File: config.mk
export PLATFORM = sky130hd
export DESIGN_NAME = pc_target_unit
export DESIGN_NICKNAME = d
export VERILOG_FILES = /design/src/rtl/pcgen_pkg.sv /design/src/rtl/pcgen_seq.sv /design/src/rtl/pcgen_rel.sv /design/src/rtl/pcgen_page.sv /design/src/rtl/pcgen_index.sv /design/src/rtl/pc_target_unit.sv
export SDC_FILE = /design/constraint.sdc
export NUM_CORES = 1
export LEC_CHECK = 0
export ABC_AREA = 1
export CELL_PAD_IN_SITES_DETAIL_PLACEMENT = 0
export CELL_PAD_IN_SITES_GLOBAL_PLACEMENT = 1
export CORE_MARGIN = 3
export CORE_UTILIZATION = 34
export DETAILED_ROUTE_END_ITERATION = 7
export PLACE_DENSITY = 0.78
export SYNTH_ARGS = -nofsm -noshare
export SYNTH_HDL_FRONTEND = slang
export SYNTH_SLANG_ARGS = --single-unit
File: constraint.sdc
create_clock -name clk -period 4 [get_ports clk]
set_input_delay 0.6 -clock clk [delete_from_list [all_inputs] [get_ports clk]]
set_output_delay 0.6 -clock clk [all_outputs]
set_load 0.03 [all_outputs]
File: src/rtl/pcgen_pkg.sv
package pcgen_pkg;
  typedef enum logic [2:0] {
    TGT_SEQ   = 3'd0,
    TGT_REL   = 3'd1,
    TGT_PAGE  = 3'd2,
    TGT_LONG  = 3'd3,
    TGT_INDEX = 3'd4
  } tgt_mode_e;
endpackage

File: src/rtl/pcgen_seq.sv
module pcgen_seq #(
  parameter int PC_W  = 16,
  parameter int LEN_W = 2
) (
  input  logic [PC_W-1:0]  pc,
  input  logic [LEN_W-1:0] len,
  output logic [PC_W-1:0]  next_seq
);
  always_comb next_seq = pc + PC_W'(len);
endmodule

File: src/rtl/pcgen_rel.sv
module pcgen_rel #(
  parameter int PC_W   = 16,
  parameter int DATA_W = 8
) (
  input  logic [PC_W-1:0]   base,
  input  logic [DATA_W-1:0] offset,
  output logic [PC_W-1:0]   target
);
  localparam int EXT_W = PC_W - DATA_W;
  logic [PC_W-1:0] off_ext;
  always_comb begin
    off_ext = {{EXT_W{offset[DATA_W-1]}}, offset};
    target  = base + off_ext;
  end
endmodule

File: src/rtl/pcgen_page.sv
module pcgen_page #(
  parameter int PC_W   = 16,
  parameter int PAGE_W = 11
) (
  input  logic [PC_W-1:0]   base,
  input  logic [PAGE_W-1:0] field,
  output logic [PC_W-1:0]   target
);
  always_comb target = {base[PC_W-1:PAGE_W], field};
endmodule

File: src/rtl/pcgen_index.sv
module pcgen_index #(
  parameter int PC_W   = 16,
  parameter int DATA_W = 8
) (
  input  logic [PC_W-1:0]   base,
  input  logic [DATA_W-1:0] index,
  output logic [PC_W-1:0]   addr
);
  localparam int EXT_W = PC_W - DATA_W;
  always_comb addr = base + {{EXT_W{1'b0}}, index};
endmodule

File: src/rtl/pc_target_unit.sv
module pc_target_unit
  import pcgen_pkg::*;
#(
  parameter int PC_W   = 16,
  parameter int DATA_W = 8,
  parameter int PAGE_W = 11,
  parameter int LEN_W  = 2
) (
  input  logic              clk,
  input  logic              rst,
  input  logic              step,
  input  logic              taken,
  input  logic [2:0]        mode,
  input  logic [LEN_W-1:0]  ilen,
  input  logic [DATA_W-1:0] rel_off,
  input  logic [PAGE_W-1:0] page_field,
  input  logic [PC_W-1:0]   long_addr,
  input  logic [DATA_W-1:0] acc,
  input  logic [PC_W-1:0]   dptr,
  input  logic              idx_from_pc,
  output logic [PC_W-1:0]   pc_q,
  output logic [PC_W-1:0]   code_addr
);
  localparam int EXT_W = PC_W - DATA_W;

  tgt_mode_e       mode_e;
  logic [PC_W-1:0] after_instr;
  logic [PC_W-1:0] rel_tgt;
  logic [PC_W-1:0] page_tgt;
  logic [PC_W-1:0] jmp_idx_tgt;
  logic [PC_W-1:0] rd_base;
  logic [PC_W-1:0] rd_addr;
  logic [PC_W-1:0] pc_nxt;

  assign mode_e = tgt_mode_e'(mode);

  pcgen_seq #(.PC_W(PC_W), .LEN_W(LEN_W)) u_seq (
    .pc(pc_q), .len(ilen), .next_seq(after_instr));

  pcgen_rel #(.PC_W(PC_W), .DATA_W(DATA_W)) u_rel (
    .base(after_instr), .offset(rel_off), .target(rel_tgt));

  pcgen_page #(.PC_W(PC_W), .PAGE_W(PAGE_W)) u_page (
    .base(after_instr), .field(page_field), .target(page_tgt));

  pcgen_index #(.PC_W(PC_W), .DATA_W(DATA_W)) u_jidx (
    .base(dptr), .index(acc), .addr(jmp_idx_tgt));

  assign rd_base = idx_from_pc ? after_instr : dptr;

  pcgen_index #(.PC_W(PC_W), .DATA_W(DATA_W)) u_ridx (
    .base(rd_base), .index(acc), .addr(rd_addr));

  always_comb begin
    pc_nxt = after_instr;
    if (taken) begin
      unique case (mode_e)
        TGT_REL:   pc_nxt = rel_tgt;
        TGT_PAGE:  pc_nxt = page_tgt;
        TGT_LONG:  pc_nxt = long_addr;
        TGT_INDEX: pc_nxt = jmp_idx_tgt;
        default:   pc_nxt = after_instr;
      endcase
    end
  end

  always_ff @(posedge clk) begin
    if (rst) begin
      pc_q      <= '0;
      code_addr <= '0;
    end else begin
      if (step) pc_q <= pc_nxt;
      code_addr <= rd_addr;
    end
  end

  AST_PC_HOLD: assert property (@(posedge clk) disable iff (rst)
    !step |=> $stable(pc_q));

  AST_SEQ_ADVANCE: assert property (@(posedge clk) disable iff (rst)
    (step && (!taken || mode == 3'd0)) |=> pc_q == $past(pc_q) + PC_W'($past(ilen)));

  AST_REL_REACH: assert property (@(posedge clk) disable iff (rst)
    (step && taken && mode == 3'd1) |=>
      pc_q == $past(pc_q) + PC_W'($past(ilen)) + {{EXT_W{$past(rel_off[DATA_W-1])}}, $past(rel_off)});

  AST_PAGE_LOW: assert property (@(posedge clk) disable iff (rst)
    (step && taken && mode == 3'd2) |=> pc_q[PAGE_W-1:0] == $past(page_field));

  AST_LONG_LOAD: assert property (@(posedge clk) disable iff (rst)
    (step && taken && mode == 3'd3) |=> pc_q == $past(long_addr));

  AST_RSVD_SEQ: assert property (@(posedge clk) disable iff (rst)
    (step && taken && mode > 3'd4) |=> pc_q == $past(pc_q) + PC_W'($past(ilen)));
endmodule

==> qor.yml, run 1 <==
run_status:
  status: "completed"
global_routing:
  grt_max_degree: 21
  grt_pass1_wl_um: 21700
  busiest_layer: "met2"
  grt_pass1_vias: 4369
  met2_usage_pct: 33.4
  gr-usage-met1_pct: 29.0
  antenna_found_initial: 0
  use_met3_pct: 2.84
  gr-total-overflow: 0
  grt_use_total_pct: 20.6
setup_path:
  cp_cell_sequence: "clkdlybuf4s50_1 -> ha_1 -> fa_1 -> nand2_2 -> nor2_4 -> nand2_1 -> xor2_1 -> o21ai_0 -> ha_1 -> nand2_1 -> nor2_1 -> nand2_1 -> o211ai_1 -> nand2_1 -> nand2_1 -> nand3_2 -> nor2_1 -> nand2_1 -> nand2_1 -> nor2_1"
  cp.depth: 20
  crit_family: "simple AND/OR/NAND/NOR gates"
  crit_buf_inv: 1
  crit_type: "input pin to flip-flop"
  critPathLaunchType: "input pin"
  r2r_cells: 19
  crit_fanout: 4
  worst_path_max_delay_cell: "clkdlybuf4s50_1"
  max_stage_delay_ns: 0.41
  cpMostUsedCell: "nand2_1"
  cp.arrival_ns: 3.79
  crit_required_ns: 4.17
  end_kind: "flip-flop"
cts:
  clkTransAtPathRegs_ns: 0.05
  hold_buffers: 0
  clock_sinks: 32
  h-tree-depth: 2
  cts_inserted_buffers: 5
  clkLatencyLatePin_ns: 0.28
  clockBufferDepth: 2
  cts_tree: "built"
  cts-root-buf: "clkbuf_16"
timing:
  worst_slack_ns: 0.375
  relSlewSlack_pct: 53.3
  finalSetupViolations: 0
  period_minus_slack_ns: 3.63
  worst_pin_slew_ns: 0.700
  final_max_slew_viol_count: 0
  grt_setup_unrepaired: "false"
  skew_ns: 0.00866
  hold_violations: 0
  max_freq_mhz: 276
  period_share_pct: 90.6
  setup-tns-final_ns: 0
  hold_ws_ns: 0.550
synth:
  synth_top_area_share_pct: 20.4
  synth_edf_count: 0
  async_reset_ff_share_pct: 0
  synth_nets: 805
  synthTopCellsByArea: "nand2_1 20%, dfxtp_1 16%, ha_1 11%, inv_1 9.0%, nand3_1 7.5%"
  yosysWarnings: 0
  synth_ff_type: "dfxtp_1"
  syn_area_per_cell_um2: 5.78
  yosysUniqueCellTypes: 41
  ys_ff_latch: 32
  ys_seq_area_share_pct: 15.9
  synthCells: 696
  yosysTopAreaCell: "nand2_1"
  syn_area_um2: 4020
floorplan:
  die_area_um2: 13200
  die_w_um: 115
  io_pins: 101
  die_h_um: 115
  rows: 39
  core_um2: 11500
  start_util_pct: 34.9
routing:
  first_pass_iters: 5
  routed_wirelength_um: 13900
  drt_iter0_drc: 301
  viasPerCell: 5.08
  route.vias.total: 4789
  ant_nets: 0
  drc: 0
  wl_per_cell_um: 14.7
final_layout:
  area_growth_syn_to_layout_pct: 33.1
  final_cells: 943
  nFillCells: 1203
  fin_util_pct: 46.5
  fin_nets: 908
  diodes: 0
  layout-drive-gt1-share_pct: 4.50
place:
  io_buffer_count: 100
  dp_hpwl_um: 11400
  dp.cells: 935
  dp_slack_ns: 0.0746
  globalplace.congestion: 0.926
power:
  power_frac_seq_pct: 27.4
  p_per_area_nw_per_um2: 252
  leakage_uw: 0.00255
  internal-power_uw: 842
  peakVddDrop_v: 0.000141
  p_clk_share_pct: 28.7
  p_switching_uw: 509
  comb_power_share_pct: 44.0
  switching_share_pct: 37.7
min_path:
  hold_path_class: "flip-flop to flip-flop"
  whs_path_depth: 2
flow_run:
  maxCapViolCount: 0
==> cell usage in the layout (no fill, tap or decap), types with 2 or more instances in the layout <==
cell type,n
clkdlybuf4s50_1,100
o21ai_1,2
ha_1,36
o21a_1,4
o211ai_1,2
a32oi_1,2
nand4_1,10
nand3_1,60
xor2_1,3
nand3b_1,8
o21ai_0,44
nor2_1,53
a221oi_1,4
nand2_1,219
o21bai_1,3
fa_1,4
a21oi_1,57
a22oi_1,3
nand3_2,3
nand2_2,5
dfxtp_1,32
a31oi_1,3
and3_1,2
clkbuf_16,5
or2_2,5
buf_4,9
a21boi_0,4
nor3_1,4
clkbuf_1,2
inv_1,97
o21ai_2,3
nor2_4,2
==> synthesized netlist by cell type, types with 2 or more instances <==
cell and count:
and3_1 2, dfxtp_1 32, o21bai_1 3, a31oi_1 3, or2_2 5, nand4_1 10
a221oi_1 4, nand3_2 3, inv_1 97, fa_1 4, o211ai_1 2, xor2_1 3
nand3b_1 8, nand3_1 60, nand2_2 5, o21ai_2 3, o21ai_0 45, nand2_1 219
a22oi_1 3, nor3_1 4, ha_1 36, a21oi_1 57, o21a_1 4, a21boi_0 4
nor2_1 53, clkbuf_1 10, a32oi_1 2, nor2_4 2
==> final timing paths <==
check                                                 to  slack [ns]            startpoint
worst min-delay path                pc_q[5]$_SDFFE_PP0P_        0.55  pc_q[5]$_SDFFE_PP0P_
worst max register to register  code_addr[13]$_SDFF_PP0_        0.80  pc_q[0]$_SDFFE_PP0P_
worst max-delay path            code_addr[13]$_SDFF_PP0_        0.37               ilen[0]
worst min register to register      pc_q[5]$_SDFFE_PP0P_        0.55  pc_q[5]$_SDFFE_PP0P_
==> worst reg2reg max path, delay by kind of cell (launching register included) <==
family,cells,cell delay (ns)
fa+ha+maj,3,0.99
xor+xnor,1,0.25
flops,1,0.33
simple gates,13,1.23
compound gates,2,0.30
==> flip-flops by register name, indices dropped and copies added (netlist names) <==
register   flops
code_addr     16
pc_q          16
==> metal layers <==
metal  part of all wire (%)  routed length [um]
met3                    5.9                 824
met4                    2.0                 283
met1                     48                6680
met2                     44                6120
met5                      0                   0
==> cell type report <==
| cell class | count | area (um2) | area share [%] |
|---|---|---|---|
| Multi-Input combinational cell | 553 | 2950 | 55.2 |
| Timing Repair Buffer | 109 | 1070 | 19.9 |
| Sequential cell | 32 | 641 | 12.0 |
| Inverter | 98 | 368 | 6.87 |
| Tap cell | 143 | 179 | 3.34 |
| Clock buffer | 8 | 146 | 2.73 |
==> logic make-up after synthesis <==
group,Yosys count,share of synthesized area [%]
compound gates,135,19.3
xor+xnor,4,0.871
fa+ha+maj,40,13.2
buf+inv,111,10.7
flops,32,15.9
simple gates,374,40.1
==> repair_timing <==
item / in CTS / in global routing
endpoints found under the setup margin: 0 / 1
buffers inserted: 0 / 0
gates resized for setup: 0 / 1
==> power by group through the flow <==
stage	Combinational [uW]	Clock, uW	Sequential (uW)
after detailed placement	590	0	376
after floorplan	308	0	426
final	594	387	370
after global routing	663	412	372
after global placement	587	0	375
after CTS	594	395	369
==> stage by stage <==
step                total power [uW]  cell area, um2
CTS                             1360            5360
detailed placement               966            5210
finish                          1350            5360
global route                    1450            5360
floorplan                        734            4020
global placement                 962            5210
(Power assumes the default switching activity.)
==> run 2: changes to the inputs <==
CTS_CLUSTER_SIZE = 30   (was default)
HOLD_SLACK_MARGIN = 0.1   (was default)
==> results of run 2 <==
No change in the layout: final DEF, timing and power equal those of run 1.
